File: config.mk
export PLATFORM = sky130hd
export DESIGN_NAME = cc_timer
export DESIGN_NICKNAME = d
export VERILOG_FILES = /design/src/rtl/cct_pkg.sv /design/src/rtl/cct_count.sv /design/src/rtl/cct_sync.sv /design/src/rtl/cct_chan.sv /design/src/rtl/cc_timer.sv
export SDC_FILE = /design/constraint.sdc
export NUM_CORES = 1
export LEC_CHECK = 0
export BUFFER_PORTS_ARGS = -buffer_cell sky130_fd_sc_hd__buf_2
export CAP_MARGIN = 15
export CORE_MARGIN = 1
export CORE_UTILIZATION = 59
export DETAILED_ROUTE_END_ITERATION = 12
export PLACE_DENSITY = 0.81
export RECOVER_POWER = 50
export SYNTH_ARGS = -nofsm -noshare
export SYNTH_HDL_FRONTEND = slang
export SYNTH_SLANG_ARGS = --single-unit
File: constraint.sdc
create_clock -name clk_i -period 2.5 [get_ports clk_i]
set_input_delay 0.125 -clock clk_i [delete_from_list [all_inputs] [get_ports clk_i]]
set_output_delay 0.125 -clock clk_i [all_outputs]
set_load 0.05 [all_outputs]
File: src/rtl/cct_pkg.sv
package cct_pkg;
  localparam logic [4:0] A_CNT   = 5'h08;
  localparam logic [4:0] A_CTRL  = 5'h09;
  localparam logic [4:0] A_MODE  = 5'h0A;
  localparam logic [4:0] A_FORCE = 5'h0B;
  localparam logic [4:0] A_MASK  = 5'h0C;
  localparam logic [4:0] A_DATA  = 5'h0D;
  localparam logic [4:0] A_ACT   = 5'h0E;
  localparam logic [4:0] A_EDGE  = 5'h0F;
  localparam logic [4:0] A_FLAG  = 5'h10;

  typedef enum logic [1:0] {
    ACT_NONE = 2'b00, ACT_TOGGLE = 2'b01, ACT_LOW = 2'b10, ACT_HIGH = 2'b11
  } act_e;

  typedef enum logic [1:0] {
    EDG_OFF = 2'b00, EDG_RISE = 2'b01, EDG_FALL = 2'b10, EDG_ANY = 2'b11
  } edg_e;

  typedef struct packed {
    logic       wrap;
    logic       split;
    logic [2:0] psel;
    logic       run;
  } ctrl_t;
endpackage

File: src/rtl/cct_count.sv
module cct_count #(
  parameter int unsigned CW     = 16,
  parameter int unsigned MAXSEL = 5
) (
  input  logic          clk_i,
  input  logic          rst_ni,
  input  logic          run_i,
  input  logic [2:0]    psel_i,
  input  logic          split_i,
  input  logic          clr_i,
  output logic [CW-1:0] cnt_o,
  output logic          tick_o
);
  localparam int unsigned PW = MAXSEL;
  localparam int unsigned HW = CW / 2;

  logic [PW-1:0] pc_q;
  logic [PW-1:0] pmask;
  logic          psel_ok;
  logic [CW-1:0] cnt_q;

  always_comb begin
    pmask = '0;
    for (int i = 0; i < PW; i++) pmask[i] = (i < int'(psel_i));
    psel_ok = int'(psel_i) <= MAXSEL;
    tick_o  = run_i && (split_i || (psel_ok && ((pc_q & pmask) == pmask)));
  end

  always_ff @(posedge clk_i or negedge rst_ni) begin
    if (!rst_ni)     pc_q <= '0;
    else if (!run_i) pc_q <= '0;
    else             pc_q <= pc_q + 1'b1;
  end

  always_ff @(posedge clk_i or negedge rst_ni) begin
    if (!rst_ni) cnt_q <= '0;
    else if (tick_o) begin
      if (clr_i)        cnt_q <= '0;
      else if (split_i) cnt_q <= {cnt_q[CW-1:HW] + 1'b1, cnt_q[HW-1:0] + 1'b1};
      else              cnt_q <= cnt_q + 1'b1;
    end
  end

  assign cnt_o = cnt_q;
endmodule

File: src/rtl/cct_sync.sv
module cct_sync #(
  parameter int unsigned W = 8
) (
  input  logic         clk_i,
  input  logic         rst_ni,
  input  logic [W-1:0] d_i,
  output logic [W-1:0] q_o
);
  logic [W-1:0] s1_q, s2_q;

  always_ff @(posedge clk_i or negedge rst_ni) begin
    if (!rst_ni) begin
      s1_q <= '0;
      s2_q <= '0;
    end else begin
      s1_q <= d_i;
      s2_q <= s1_q;
    end
  end

  assign q_o = s2_q;
endmodule

File: src/rtl/cct_chan.sv
module cct_chan import cct_pkg::*; #(
  parameter int unsigned CW = 16
) (
  input  logic          clk_i,
  input  logic          rst_ni,
  input  logic [CW-1:0] cnt_i,
  input  logic          tick_i,
  input  logic          is_cmp_i,
  input  logic [1:0]    act_i,
  input  logic [1:0]    edge_sel_i,
  input  logic          sync_i,
  input  logic          cv_we_i,
  input  logic [CW-1:0] wdata_i,
  input  logic          force_i,
  input  logic          flag_clr_i,
  input  logic          master_ev_i,
  input  logic          mask_i,
  input  logic          data_i,
  output logic [CW-1:0] cv_o,
  output logic          match_o,
  output logic          flag_o,
  output logic          out_o
);
  logic [CW-1:0] cv_q;
  logic          prev_q, flag_q, out_q;
  logic          edge_hit, cap_ev, cmp_ev, out_d;

  always_comb begin
    unique case (edg_e'(edge_sel_i))
      EDG_RISE: edge_hit = sync_i & ~prev_q;
      EDG_FALL: edge_hit = ~sync_i & prev_q;
      EDG_ANY:  edge_hit = sync_i ^ prev_q;
      default:  edge_hit = 1'b0;
    endcase
  end

  assign cap_ev  = !is_cmp_i && edge_hit;
  assign match_o = is_cmp_i && tick_i && (cnt_i == cv_q);
  assign cmp_ev  = match_o || (force_i && is_cmp_i);

  always_comb begin
    out_d = out_q;
    if (cmp_ev) begin
      unique case (act_e'(act_i))
        ACT_TOGGLE: out_d = ~out_q;
        ACT_LOW:    out_d = 1'b0;
        ACT_HIGH:   out_d = 1'b1;
        default:    out_d = out_q;
      endcase
    end
    // master pattern overrides the local action
    if (master_ev_i && mask_i) out_d = data_i;
  end

  always_ff @(posedge clk_i or negedge rst_ni) begin
    if (!rst_ni) begin
      cv_q   <= '0;
      prev_q <= 1'b0;
      flag_q <= 1'b0;
      out_q  <= 1'b0;
    end else begin
      prev_q <= sync_i;
      out_q  <= out_d;
      flag_q <= (flag_q & ~flag_clr_i) | match_o | cap_ev;
      if (cap_ev)                   cv_q <= cnt_i;
      else if (cv_we_i && is_cmp_i) cv_q <= wdata_i;
    end
  end

  assign cv_o   = cv_q;
  assign flag_o = flag_q;
  assign out_o  = out_q;
endmodule

File: src/rtl/cc_timer.sv
module cc_timer import cct_pkg::*; #(
  parameter int unsigned NCH    = 8,
  parameter int unsigned CW     = 16,
  parameter int unsigned AW     = 5,
  parameter int unsigned MAXSEL = 5
) (
  input  logic           clk_i,
  input  logic           rst_ni,
  input  logic [NCH-1:0] cap_i,
  input  logic [AW-1:0]  addr_i,
  input  logic           wr_i,
  input  logic [CW-1:0]  wdata_i,
  output logic [CW-1:0]  rdata_o,
  output logic [NCH-1:0] cmp_o,
  output logic [NCH-1:0] cmp_oe_o,
  output logic [NCH-1:0] flag_o
);
  localparam int unsigned CIW = $clog2(NCH);
  localparam int unsigned CTW = $bits(ctrl_t);
  localparam int unsigned MST = NCH - 1;

  ctrl_t            ctrl_q;
  logic [NCH-1:0]   mode_q, mask_q, data_q;
  logic [2*NCH-1:0] act_q, edge_q;
  logic [CW-1:0]    cnt_q;
  logic             tick, mod_clr, master_ev;
  logic [NCH-1:0]   cap_s, match, cv_we, force_p, flag_clr;
  logic [CW-1:0]    cv [NCH];

  function automatic logic hit(input logic [AW-1:0] a, input logic [4:0] ref_a);
    return wr_i && (a == AW'(ref_a));
  endfunction

  always_ff @(posedge clk_i or negedge rst_ni) begin
    if (!rst_ni) begin
      ctrl_q <= '0;
      mode_q <= '0;
      mask_q <= '0;
      data_q <= '0;
      act_q  <= '0;
      edge_q <= '0;
    end else begin
      if (hit(addr_i, A_CTRL)) ctrl_q <= ctrl_t'(wdata_i[CTW-1:0]);
      if (hit(addr_i, A_MODE)) mode_q <= wdata_i[NCH-1:0];
      if (hit(addr_i, A_MASK)) mask_q <= wdata_i[NCH-1:0];
      if (hit(addr_i, A_DATA)) data_q <= wdata_i[NCH-1:0];
      if (hit(addr_i, A_ACT))  act_q  <= wdata_i[2*NCH-1:0];
      if (hit(addr_i, A_EDGE)) edge_q <= wdata_i[2*NCH-1:0];
    end
  end

  assign force_p  = hit(addr_i, A_FORCE) ? wdata_i[NCH-1:0] : '0;
  assign flag_clr = hit(addr_i, A_FLAG)  ? wdata_i[NCH-1:0] : '0;

  assign master_ev = match[MST] || (force_p[MST] && mode_q[MST]);
  assign mod_clr   = ctrl_q.wrap && match[MST];

  cct_count #(.CW(CW), .MAXSEL(MAXSEL)) u_cnt (
    .clk_i   (clk_i),
    .rst_ni  (rst_ni),
    .run_i   (ctrl_q.run),
    .psel_i  (ctrl_q.psel),
    .split_i (ctrl_q.split),
    .clr_i   (mod_clr),
    .cnt_o   (cnt_q),
    .tick_o  (tick)
  );

  cct_sync #(.W(NCH)) u_sync (
    .clk_i  (clk_i),
    .rst_ni (rst_ni),
    .d_i    (cap_i),
    .q_o    (cap_s)
  );

  for (genvar n = 0; n < NCH; n++) begin : g_ch
    assign cv_we[n]    = wr_i && (addr_i == AW'(n));
    assign cmp_oe_o[n] = (act_q[2*n+:2] != 2'b00) | mask_q[n];

    cct_chan #(.CW(CW)) u_ch (
      .clk_i       (clk_i),
      .rst_ni      (rst_ni),
      .cnt_i       (cnt_q),
      .tick_i      (tick),
      .is_cmp_i    (mode_q[n]),
      .act_i       (act_q[2*n+:2]),
      .edge_sel_i  (edge_q[2*n+:2]),
      .sync_i      (cap_s[n]),
      .cv_we_i     (cv_we[n]),
      .wdata_i     (wdata_i),
      .force_i     (force_p[n]),
      .flag_clr_i  (flag_clr[n]),
      .master_ev_i (master_ev),
      .mask_i      (mask_q[n]),
      .data_i      (data_q[n]),
      .cv_o        (cv[n]),
      .match_o     (match[n]),
      .flag_o      (flag_o[n]),
      .out_o       (cmp_o[n])
    );
  end

  always_comb begin
    rdata_o = '0;
    if (addr_i < AW'(NCH)) rdata_o = cv[addr_i[CIW-1:0]];
    else if (addr_i == AW'(A_CNT))  rdata_o = cnt_q;
    else if (addr_i == AW'(A_CTRL)) rdata_o[CTW-1:0] = ctrl_q;
    else if (addr_i == AW'(A_MODE)) rdata_o[NCH-1:0] = mode_q;
    else if (addr_i == AW'(A_MASK)) rdata_o[NCH-1:0] = mask_q;
    else if (addr_i == AW'(A_DATA)) rdata_o[NCH-1:0] = data_q;
    else if (addr_i == AW'(A_ACT))  rdata_o[2*NCH-1:0] = act_q;
    else if (addr_i == AW'(A_EDGE)) rdata_o[2*NCH-1:0] = edge_q;
    else if (addr_i == AW'(A_FLAG)) rdata_o[NCH-1:0] = flag_o;
  end
endmodule

=== Yosys cells after proc, flatten, opt, wreduce, memory -nomap -nowiden ===
Cells that the tools add are included.

* Bits of input ports: 32
* Flip-flop bits (word level): 251
* Output and inout bits: 40

* $add $sub $neg: 4
* Bitwise operators: 90
* Multiplexer cells: 70
* Equal/unequal tests: 73
* Order comparisons: 8
* Reductions and logical operators: 125

{| class="wikitable"
|+ Operators by type and width
! cell !! number
|-
| $mux W16 || 23
|-
| $eq A16 B16 Y1 || 8
|-
| $mux W8 || 11
|-
| $logic_and A1 B1 Y1 || 67
|-
| $eq A2 B2 Y1 const B || 32
|-
| $bmux W16 S3 || 1
|-
| $pmux W1 S3 || 16
|-
| $reduce_bool A2 Y1 || 24
|-
| $eq A5 B4 Y1 const B || 8
|-
| $eq A2 B1 Y1 const B || 16
|-
| $not A1 Y1 || 32
|-
| $reduce_bool A4 Y1 || 8
|-
| $and A1 B1 Y1 || 24
|-
| $or A1 B1 Y1 || 24
|-
| $eq A5 B3 Y1 const B || 4
|-
| $add A16 B1 Y16 const B || 1
|-
| $add A8 B1 Y8 const B || 2
|-
| $mux W1 || 16
|-
| $reduce_and A2 Y1 || 8
|-
| $eq A5 B2 Y1 const B || 2
|-
| $mux W10 || 1
|-
| $logic_or A1 B1 Y1 || 9
|-
| $logic_not A1 Y1 || 8
|-
| $xor A1 B1 Y1 || 8
|-
| other kinds (15) || 17
|}

=== Depth between registers and ports, before layout ===
Gate-level depths: netlist of run 1.

* Word-level depth: 12
* Gate-level depth with buffers: 10

=== Hierarchy ===
A second synthesis of run 1 with hierarchy kept.

* Cell total of the unflattened synthesis: 1469
* Area, all modules: 15803.9 sq um

{| class="wikitable"
|+ Modules (own cells, without submodules)
! module !! area an instance (sq um) !! cells each !! seq. area each (sq um) !! times used
|-
| cct_chan || 1191.1 || 114 || 475.5 || 8
|-
| cc_timer || 4620.7 || 406 || 1551.5 || 1
|-
| cct_count || 1253.7 || 135 || 525.5 || 1
|-
| cct_sync || 400.4 || 16 || 400.4 || 1
|}

=== Least setup slack after synthesis of run 1 ===
Ideal clock, no wire load.

* Path kind: input -> output
* Start: input port addr_i[1]
* End: output port rdata_o[1]
* Cell stages on the path: 7
* Arrival: 2.543 ns
* Path buffers: 3
* Path slack: -0.168 ns
* Path through: clkbuf_1 -> buf_1 -> buf_1 -> nand2_1 -> o221ai_1 -> a22oi_1 -> o31ai_1

* Cells in the longest elaborated chain, start to end: 10
* Elaborated cells between the ends (all ways): 22
* Classes of those cells: order compare (1); eq/ne (8); mux (12); bitwise (1)

{| class="wikitable"
|+ RTL lines
! what !! line !! text
|-
| start, declared || cc_timer.sv:10 || <nowiki>input logic [AW-1:0] addr_i,</nowiki>
|-
| $eq A5 B5 Y1 || cc_timer.sv:113 || <nowiki>else if (addr_i == AW'(A_FLAG)) rdata_o[NCH-1:0] = flag_o;</nowiki>
|-
| $mux W8 || cc_timer.sv:113 ||
|-
| $mux W8 || cc_timer.sv:112 || <nowiki>else if (addr_i == AW'(A_EDGE)) rdata_o[2*NCH-1:0] = edge_q;</nowiki>
|-
| $mux W16 || cc_timer.sv:111 || <nowiki>else if (addr_i == AW'(A_ACT)) rdata_o[2*NCH-1:0] = act_q;</nowiki>
|-
| $mux W8 || cc_timer.sv:110 || <nowiki>else if (addr_i == AW'(A_DATA)) rdata_o[NCH-1:0] = data_q;</nowiki>
|-
| $mux W8 || cc_timer.sv:109 || <nowiki>else if (addr_i == AW'(A_MASK)) rdata_o[NCH-1:0] = mask_q;</nowiki>
|-
| $mux W8 || cc_timer.sv:108 || <nowiki>else if (addr_i == AW'(A_MODE)) rdata_o[NCH-1:0] = mode_q;</nowiki>
|-
| $mux W6 || cc_timer.sv:107 || <nowiki>else if (addr_i == AW'(A_CTRL)) rdata_o[CTW-1:0] = ctrl_q;</nowiki>
|-
| $mux W16 || cc_timer.sv:106 || <nowiki>else if (addr_i == AW'(A_CNT)) rdata_o = cnt_q;</nowiki>
|-
| $mux W16 (*) || cc_timer.sv:105 || <nowiki>if (addr_i < AW'(NCH)) rdata_o = cv[addr_i[CIW-1:0]];</nowiki>
|-
| end, declared || cc_timer.sv:13 || <nowiki>output logic [CW-1:0] rdata_o,</nowiki>
|}

Mark *: on every way between the ends. The rest lies on a longest branch, timed or not. The select of a mux whose other input is x is not followed.

=== Final worst setup path of run 1 ===
* Start: register ctrl_q[0] (netlist name)
* End: register g_ch[3].u_ch.out_q

* Cells in the longest elaborated chain, start to end: 7
* Elaborated cells between the ends (all ways): 12
* Classes of those cells: mux (1); reduce/logical (11)

{| class="wikitable"
|+ RTL lines
! what !! line !! text
|-
| start, declared || cc_timer.sv:22 || <nowiki>ctrl_t ctrl_q;</nowiki>
|-
| start signal, assigned || cc_timer.sv:43 || <nowiki>if (hit(addr_i, A_CTRL)) ctrl_q <= ctrl_t'(wdata_i[CTW-1:0]);</nowiki>
|-
| $logic_and A1 B1 Y1 (*) || cct_count.sv:26 || <nowiki>tick_o = run_i && (split_i || (psel_ok && ((pc_q & pmask) == pmask)));</nowiki>
|-
| $logic_and A1 B1 Y1 (2 in a row) || cct_chan.sv:38 || <nowiki>assign match_o = is_cmp_i && tick_i && (cnt_i == cv_q);</nowiki>
|-
| $logic_or A1 B1 Y1 || cc_timer.sv:55 || <nowiki>assign master_ev = match[MST] || (force_p[MST] && mode_q[MST]);</nowiki>
|-
| $logic_and A1 B1 Y1 || cct_chan.sv:52 || <nowiki>if (master_ev_i && mask_i) out_d = data_i;</nowiki>
|-
| $reduce_bool A4 Y1 (no line) or $reduce_bool A2 Y1 (tied branches) || n/a ||
|-
| $reduce_and A2 Y1 (no line) || n/a ||
|-
| end signal, assigned || cct_chan.sv:63 || <nowiki>out_q <= out_d;</nowiki>
|-
| end, declared || cct_chan.sv:25 || <nowiki>logic prev_q, flag_q, out_q;</nowiki>
|}

Mark *: on every way between the ends. The rest lies on a longest branch, timed or not.
A chain may end at the register's enable or synchronous reset.

==> impl_metrics.yaml, run 1 <==
outcome:
  status: "finished, violations left"
  failed_checks: "max-capacitance violations, max-slew violations"
sta:
  rsz0062_at_grt: "no"
  tightest_slew_ns: 1.52
  fin_crit_sh: 0.992
  slew_headroom: -0.0156
  skew_ns: 0.0211
  hold_viol: 0
  fmax_ghz: 0.403
  finalSetupViolCount: 0
  finalSetupTns_ns: 0
  drv_slew: 51
  finalCriticalPeriod_ns: 2.48
critical_path:
  setup.worst_path.end_class: "flop"
  path_cells: "clkinv_1, clkbuf_1, a21o_1, o31ai_4, buf_4, a31oi_1, mux2_2, mux2_2"
  arrival_ns: 2.91
  critPathMaxFanout: 9
  cp.required_ns: 2.94
  cp_slowest_stage_delay_ns: 0.41
  cpMostUsedCell: "mux2_2"
  critical_path.startpoint_type: "flop"
  criticalPathCategory: "reg -> reg"
  cpMaxStageDelayCell: "dfrtp_1"
route:
  vias_per_cell: 6.57
  dr.pass1.iters: 6
  vias: 13300
  drt_wl_total_um: 51700
  drc: 0
  ant_nets: 0
  wire_per_inst_um: 25.5
  drtIter0Drc: 1843
clocking:
  clock-sinks: 251
  clockBufferDepth: 3
  insertion_delay_ns: 0.57
  htree_levels: 1
  clk_pin_slew_ns: 0.06
  cts_tree: "yes"
  cts_made_buffers: 28
  ctsRootBufferMaster: "clkbuf_16"
synth:
  synth_top_cell_by_area: "dfrtp_1"
  synth_area_leaders: "dfrtp_1 (42%), xnor2_1 (5.3%), mux2i_1 (4.9%)"
  synth.top_cell.area_share: 0.418
  synth.yosys.seq_area_share: 0.418
  ys_types: 69
  synthCells: 1592
  syn-num-nets: 1659
  synth_flop_cell: "dfrtp_1"
  syn_area_um2: 15000
  yosys_warnings: 0
  postSynthAreaPerCell_um2: 9.44
  ys_seq_elements: 251
  synth_edf_count: 0
  async_flop_share: 1.00
floorplan:
  core.rowCount: 58
  pin_count: 72
  dieArea_um2: 26100
  die_y_um: 162
  start_util: 0.599
  die_w_um: 162
  core-area_um2: 25100
power:
  irDropWorstVdd_uv: 743
  p_leak_nw: 7.48
  p_per_area_nw_per_um2: 1100
  fin_total_pwr_mw: 19.1
placement:
  hpwl_um: 36800
  gp_congestion: 1.05
  port_buffers: 71
flow_run:
  maxCapViolations: 1
finish:
  n_fill_cell: 1944
  final_cell_mix: "dfrtp_1 (246), nand2_1 (185), nor2_1 (153), o21ai_0 (98), buf_4 (94)"
  fin_nets: 1748
  drive_gt1_frac: 0.197
  multiInputGateArea_um2: 8050
  final_common_cell: "dfrtp_1"
  seqCellArea_um2: 6290
  area_growth_pct: 15.2
global_route:
  grt-ovfl-total: 0
  grt_max_degree: 66
  grt_usage: 0.403
  grt_pass1_wl_um: 79300
  grt_pass1_vias: 13000
  antenna_found_initial: 0
min_path:
  hp-class: "in -> reg"
==> through the flow <==
stage                     utilization  worst slack [ns]  hold WS, ns  instances  instance area, um2
final                           0.690            0.0206       0.0541       2030               17300
after CTS                       0.689            0.0331       0.0144       2029               17300
after global placement          0.646             0.101       0.0731       1962               16200
after floorplan                     -            0.0343       -0.171       1592               15100
after global routing            0.690            0.0217       0.0517       2029               17300
after detailed placement        0.646            0.0214       0.0793       1962               16200
==> cell usage after synthesis, types with 3 or more instances <==
library cell / instances
and3_1: 19
clkbuf_1: 88
o21ai_0: 99
mux4_2: 32
xor2_1: 52
inv_1: 48
ha_1: 35
xnor2_1: 91
or2_2: 4
nor4_1: 13
nand2_1: 185
o22ai_1: 46
a21oi_1: 63
o211ai_1: 3
mux2i_1: 74
a41oi_1: 3
and2_1: 3
a22oi_1: 25
nor3_1: 16
o31ai_1: 3
mux2_2: 50
a31oi_1: 16
buf_2: 22
nor2_1: 155
buf_4: 16
o31a_1: 3
o21a_1: 5
nand4_1: 26
a21o_1: 5
nor2b_1: 23
nand3b_1: 9
o221ai_1: 6
buf_1: 11
dfrtp_1: 251
nand3_1: 33
a211oi_1: 3
a22o_1: 3
nand2b_1: 14
==> timing repair <==
item	CTS	global route
hold buffers	19	0
buffers inserted	0	0
endpoints found under the hold margin	291	0
setup endpoints to repair	3	4
gates resized for setup	3	7
pin swaps	0	1
==> path summary, 6_finish.rpt <==
check                      cells after the start      startpoint  slack [ns]            endpoint
min in group asynchronous                      2          rst_ni        0.49       u_sync.q_o[1]
hold / removal                                 3      wdata_i[6]        0.05            act_q[6]
setup / recovery                               8       ctrl_q[0]        0.02  g_ch[3].u_ch.out_o
max in group asynchronous                      3          rst_ni        0.55      u_cnt.cnt_o[5]
hold reg to reg                                0  u_sync.s1_q[7]        0.35       u_sync.q_o[7]
setup reg to reg                               8       ctrl_q[0]        0.02  g_ch[3].u_ch.out_o
==> final cells by class <==
| class | count | area share |
|---|---|---|
| clock buffer | 42 | 0.0470 |
| antenna | 1 | 0.000144 |
| sequential | 251 | 0.363 |
| inverter | 49 | 0.0106 |
| clock inverter | 6 | 0.00397 |
| tap | 330 | 0.0238 |
| timing repair buffer | 198 | 0.0866 |
| multi-input combinational | 1153 | 0.465 |
==> sequential cells by signal, summed over array words and instances, names as in the netlist <==
name and flops:
g_ch.u_ch.cv_o 128, ctrl_q 6, edge_q 16, u_sync.q_o 8
mode_q 8, act_q 16, g_ch.u_ch.prev_q 8, u_cnt.cnt_o 16
mask_q 8, u_cnt.pc_q 5, g_ch.u_ch.flag_o 8, data_q 8
g_ch.u_ch.out_o 8, u_sync.s1_q 8
==> critical path: cells and delay by family, from the launching register on <==
kind            cells  cell delay (ns)
mux                 2             0.65
flops               1             0.41
compound gates      3             0.67
buf+inv             3             0.63
==> report_power, final <==
part	switching (mW)	internal, mW	total [mW]
Combinational	4.48	3.36	7.84
Clock	1.71	2.33	4.04
Sequential	1.78	5.44	7.22
Total	7.97	11.1	19.1
==> kinds of logic (layout without fill, tap and decap cells) <==
family | Yosys count | count (layout) | synth area share
buf+inv | 188 | 295 | 0.0529
other cells | 0 | 1 | 0
flops | 251 | 251 | 0.418
mux | 157 | 157 | 0.135
simple gates | 515 | 515 | 0.157
fa+ha+maj | 35 | 35 | 0.0291
xor+xnor | 143 | 143 | 0.0833
compound gates | 303 | 303 | 0.125
==> routing by layer <==
layer,track usage,up-vias,share of wire
met5,0,-,0
li1,-,5722,-
met3,0.0922,209,0.12
met4,0.194,0,0.055
met2,0.611,973,0.45
met1,0.547,6435,0.38
(Power assumes the default switching activity.)
==> inputs of run 2 (changes only) <==
--- a/config.mk
+++ b/config.mk
@@ -10,7 +10,7 @@
 export CORE_MARGIN = 1
 export CORE_UTILIZATION = 59
 export DETAILED_ROUTE_END_ITERATION = 12
-export PLACE_DENSITY = 0.81
+export PLACE_DENSITY = 0.82
 export RECOVER_POWER = 50
 export SYNTH_ARGS = -nofsm -noshare
 export SYNTH_HDL_FRONTEND = slang
==> impl_metrics.yaml, run 2 (synthesized netlist as in run 1, its figures left out) <==
critical_path:
  setup.worst_path.end_class: "output port"
  cp_slowest_stage_delay_ns: 0.51
  r2r_cells: 8
  arrival_ns: 2.35
  cpMaxStageDelayCell: "mux4_2"
  criticalPathCategory: "reg -> out"
  cp.required_ns: 2.38
  critical_path.startpoint_type: "flop"
  path_cells: "mux4_2, mux2i_1, nor2_1, a2111o_1, buf_2"
  critPathMaxFanout: 3
finish:
  finish.instance_area_um2: 17500
  drive_gt1_frac: 0.204
  final_cell_mix: "dfrtp_1 (249), nand2_1 (185), nor2_1 (153), buf_4 (99), o21ai_0 (98)"
  largest_register_ffs: 128
  fin_util: 0.695
  fin_cells: 2040
  area_growth_pct: 16.1
  final_common_cell: "dfrtp_1"
  fin_nets: 1754
floorplan:
  die_y_um: 162
  core.rowCount: 58
  die_w_um: 162
  dieArea_um2: 26100
  pin_count: 72
  start_util: 0.599
  core-area_um2: 25100
sta:
  fin_crit_sh: 0.989
  finalSetupTns_ns: 0
  whs_ns: 0.0343
  fmax_ghz: 0.404
  finalCriticalPeriod_ns: 2.47
  hold_viol: 0
  tightest_slew_ns: 2.19
  finalSetupViolCount: 0
  slew_headroom: -0.462
  rsz0062_at_grt: "yes"
  drv_slew: 78
  skew_ns: 0.0239
route:
  drc: 0
  wire_per_inst_um: 25.7
  drtIter0Drc: 2101
  drt_wl_total_um: 52400
  vias: 13500
  dr.pass1.iters: 5
  vias_per_cell: 6.64
  ant_nets: 0
clocking:
  cts_tree: "yes"
  insertion_delay_ns: 0.57
  clock-sinks: 251
  htree_levels: 1
  clk_pin_slew_ns: 0.06
  clockBufferDepth: 3
  cts_made_buffers: 28
  ctsRootBufferMaster: "clkbuf_16"
  post_cts_buffers: 0
placement:
  hpwl_um: 36600
  post_dp_cell_area_um2: 16300
  placedCellCount: 1968
  port_buffers: 71
  gp_congestion: 1.01
global_route:
  grt_pass1_vias: 13400
  grt_usage: 0.410
  grt_max_degree: 79
  antenna_found_initial: 1
  grt_pass1_wl_um: 80500
  grt-ovfl-total: 0
min_path:
  hp-class: "in -> reg"
  hold_depth: 3
power:
  irDropWorstVdd_uv: 742
  p_per_area_nw_per_um2: 1120
  p_leak_nw: 7.56
flow_run:
  maxCapViolations: 1
outcome:
  failed_checks: "max-capacitance violations, max-slew violations"
  status: "finished, violations left"
==> run 2: worst paths after layout <==
path | start | to | slack, ns
min in group asynchronous | rst_ni | mask_q[2] | 0.72
worst max register to register | u_cnt.cnt_o[4] | g_ch[5].u_ch.out_o | 0.06
worst min-delay path | wdata_i[6] | act_q[6] | 0.03
worst max-delay path | g_ch[2].u_ch.cv_o[5] | rdata_o[5] | 0.03
worst min register to register | u_sync.s1_q[7] | u_sync.q_o[7] | 0.35
max in group asynchronous | rst_ni | edge_q[7] | 0.34
==> run 2: cell type report <==
cell class | count | area (um2)
fillers | 1912 | 7650
clock buffers | 39 | 812
diodes | 1 | 2.50
repair buffers | 204 | 1540
flip-flops and latches | 251 | 6280
well taps | 330 | 413
inverters | 49 | 184
multi-input cells | 1153 | 8060
clock inverters | 13 | 158
==> run 2: repair_timing <==
item | CTS | global route
hold endpoints to repair | 127 | 0
resized for setup | 0 | 10
hold buffers | 19 | 0
endpoints found under the setup margin | 0 | 5
==> run 2: power breakdown <==
part	switching (mW)	internal, mW	leakage [nW]
sequential	1.73	5.43	3.02
clock	1.78	2.58	0.481
combinational	4.61	3.34	4.05
==> run 2: stage by stage <==
stage	total power [mW]	setup WS (ns)
6_report	19.5	0.0266
3_3_place_gp	14.5	0.103
4_1_cts	19.1	0.0108
5_1_grt	20.2	-0.00611
3_5_place_dp	14.7	0.0139
2_1_floorplan	11.8	0.0343
==> run 2: critical path, delay by kind of cell, from the launching register on <==
family,cells,cell delay (ns)
and+or+nand+nor,1,0.06
buffers and inverters,1,0.23
DFF,1,0.41
AOI/OAI and AO/OA,1,0.34
muxes,2,0.73
==> run 2: metal layers <==
layer / part of all wire / global-route usage / routed length (um) / vias to the layer above
met5: 0 / 0 / 0 / -
met4: 0.062 / 0.215 / 3240 / 0
met3: 0.13 / 0.0942 / 6670 / 240
met2: 0.44 / 0.622 / 23100 / 1101
met1: 0.37 / 0.549 / 19400 / 6471
li1: - / - / - / 5728
==> inputs of run 3 (changes only) <==
--- a/config.mk
+++ b/config.mk
@@ -5,7 +5,7 @@
 export SDC_FILE = /design/constraint.sdc
 export NUM_CORES = 1
 export LEC_CHECK = 0
-export BUFFER_PORTS_ARGS = -buffer_cell sky130_fd_sc_hd__buf_2
+export BUFFER_PORTS_ARGS = -buffer_cell sky130_fd_sc_hd__clkbuf_2
 export CAP_MARGIN = 15
 export CORE_MARGIN = 1
 export CORE_UTILIZATION = 59
==> impl_metrics.yaml, run 3 (synthesized netlist as in run 1, its figures left out) <==
outcome:
  status: "finished, violations left"
  failed_checks: "max-capacitance violations, max-slew violations"
finish:
  drive_gt1_frac: 0.203
  final_cell_mix: "dfrtp_1 (247), nand2_1 (185), nor2_1 (153), o21ai_0 (97), buf_4 (96)"
  final_common_cell: "dfrtp_1"
  fin_nets: 1745
  finish.instance_area_um2: 17600
  area_growth_pct: 17.0
  largest_register_ffs: 128
  n_fill_cell: 1850
flow_run:
  maxCapViolations: 1
min_path:
  hp-class: "in -> reg"
sta:
  skew_ns: 0.00779
  finalCriticalPeriod_ns: 2.46
  drv_slew: 69
  whs_ns: 0.00973
  rsz0062_at_grt: "no"
  finalSetupViolCount: 0
  fin_ws_ns: 0.0433
  fmax_ghz: 0.407
  tightest_slew_ns: 2.04
  hold_viol: 0
  fin_crit_sh: 0.983
  slew_headroom: -0.363
  finalSetupTns_ns: 0
floorplan:
  die_y_um: 162
  pin_count: 72
  start_util: 0.599
  core.rowCount: 58
  core-area_um2: 25100
  dieArea_um2: 26100
  die_w_um: 162
power:
  p_per_area_nw_per_um2: 1110
  switchingPower_mw: 8.11
  fin_total_pwr_mw: 19.5
  p_sw_frac: 0.415
  p_seq_frac: 0.367
  p_leak_nw: 7.60
  clock_power_share: 0.220
  irDropWorstVdd_uv: 823
  comb_power_share: 0.413
  intPower_mw: 11.4
critical_path:
  criticalPathCategory: "reg -> out"
  critPathMaxFanout: 3
  arrival_ns: 2.33
  setup.worst_path.end_class: "output port"
  critical_path.startpoint_type: "flop"
  cp.required_ns: 2.38
global_route:
  grt_pass1_vias: 13300
  grt_use_met1: 0.548
  grt_use_met3: 0.0935
  grt_pass1_wl_um: 80700
  grt_use_met2: 0.622
  grt_usage: 0.410
  grt-busiest-layer: "met2"
  grt-ovfl-total: 0
  grt_max_degree: 70
  antenna_found_initial: 0
route:
  wire_per_inst_um: 26.1
  vias: 13600
  drc: 0
  vias_per_cell: 6.72
  ant_nets: 0
  drt_wl_total_um: 52900
  dr.pass1.iters: 6
  drtIter0Drc: 1939
clocking:
  cts_made_buffers: 28
  cts_tree: "yes"
  clk_pin_slew_ns: 0.06
  insertion_delay_ns: 0.55
  htree_levels: 1
  clockBufferDepth: 3
  ctsRootBufferMaster: "clkbuf_16"
  clock-sinks: 251
placement:
  dp_slack_ns: -0.187
  gp_congestion: 1.01
  post_dp_cell_area_um2: 16500
  port_buffers: 71
  hpwl_um: 37400
run 3: through the flow:
stage,instances,utilization
2_1_floorplan,1592,-
3_5_place_dp,1962,0.656
5_1_grt,2028,0.700
6_report,2029,0.700
4_1_cts,2025,0.700
3_3_place_gp,1962,0.656
run 3: metal layers:
metal / share of wire / up-vias
li1: - / 5711
met1: 0.37 / 6507
met2: 0.44 / 1143
met3: 0.13 / 266
met4: 0.061 / 0
met5: 0 / -
run 3: critical path, cell delays in order, from the launching register on:
cell      delay, ns
dfrtp_1        0.41
mux4_2         0.50
mux2i_2        0.22
nor2_1         0.10
a2111o_1       0.37
buf_12         0.17
run 3: timing repair:
item / 4_1_cts / 5_1_grt
hold buffers: 13 / 0
hold endpoints to repair: 76 / 0
pin swaps: 0 / 1
gates resized for setup: 5 / 6
buffers inserted: 0 / 3
setup endpoints to repair: 3 / 8
run 3: final timing paths:
path                                            from                  end  slack [ns]  cells past startpoint
worst min register to register        u_sync.s1_q[7]        u_sync.q_o[7]        0.35                      0
worst max register to register       u_cnt.cnt_o[14]   g_ch[3].u_ch.out_o        0.05                      7
worst min-delay path                     wdata_i[12]            act_q[12]        0.01                      3
max in group asynchronous                     rst_ni  g_ch[3].u_ch.flag_o        0.27                      3
min in group asynchronous                     rst_ni  g_ch[2].u_ch.prev_q        0.67                      2
worst max-delay path            g_ch[3].u_ch.cv_o[5]           rdata_o[5]        0.04                      5
run 3: final cells by class:
type,count,area (um2),share of cell area
inverters,49,184,0.0105
diodes,1,2.50,0.000142
multi-input cells,1153,8060,0.458
flip-flops and latches,251,6290,0.357
clock buffers,42,865,0.0492
well taps,330,413,0.0235
repair buffers,195,1680,0.0956
clock inverters,8,92.6,0.00526
run 3: power by group through the flow:
stage / Sequential, mW / Clock [mW] / Combinational, mW
2_1_floorplan: 6.43 / 0 / 5.35
3_3_place_gp: 7.07 / 0 / 7.53
3_5_place_dp: 7.14 / 0 / 7.68
4_1_cts: 7.09 / 4.30 / 7.78
5_1_grt: 7.30 / 4.44 / 8.57
6_report: 7.18 / 4.29 / 8.08
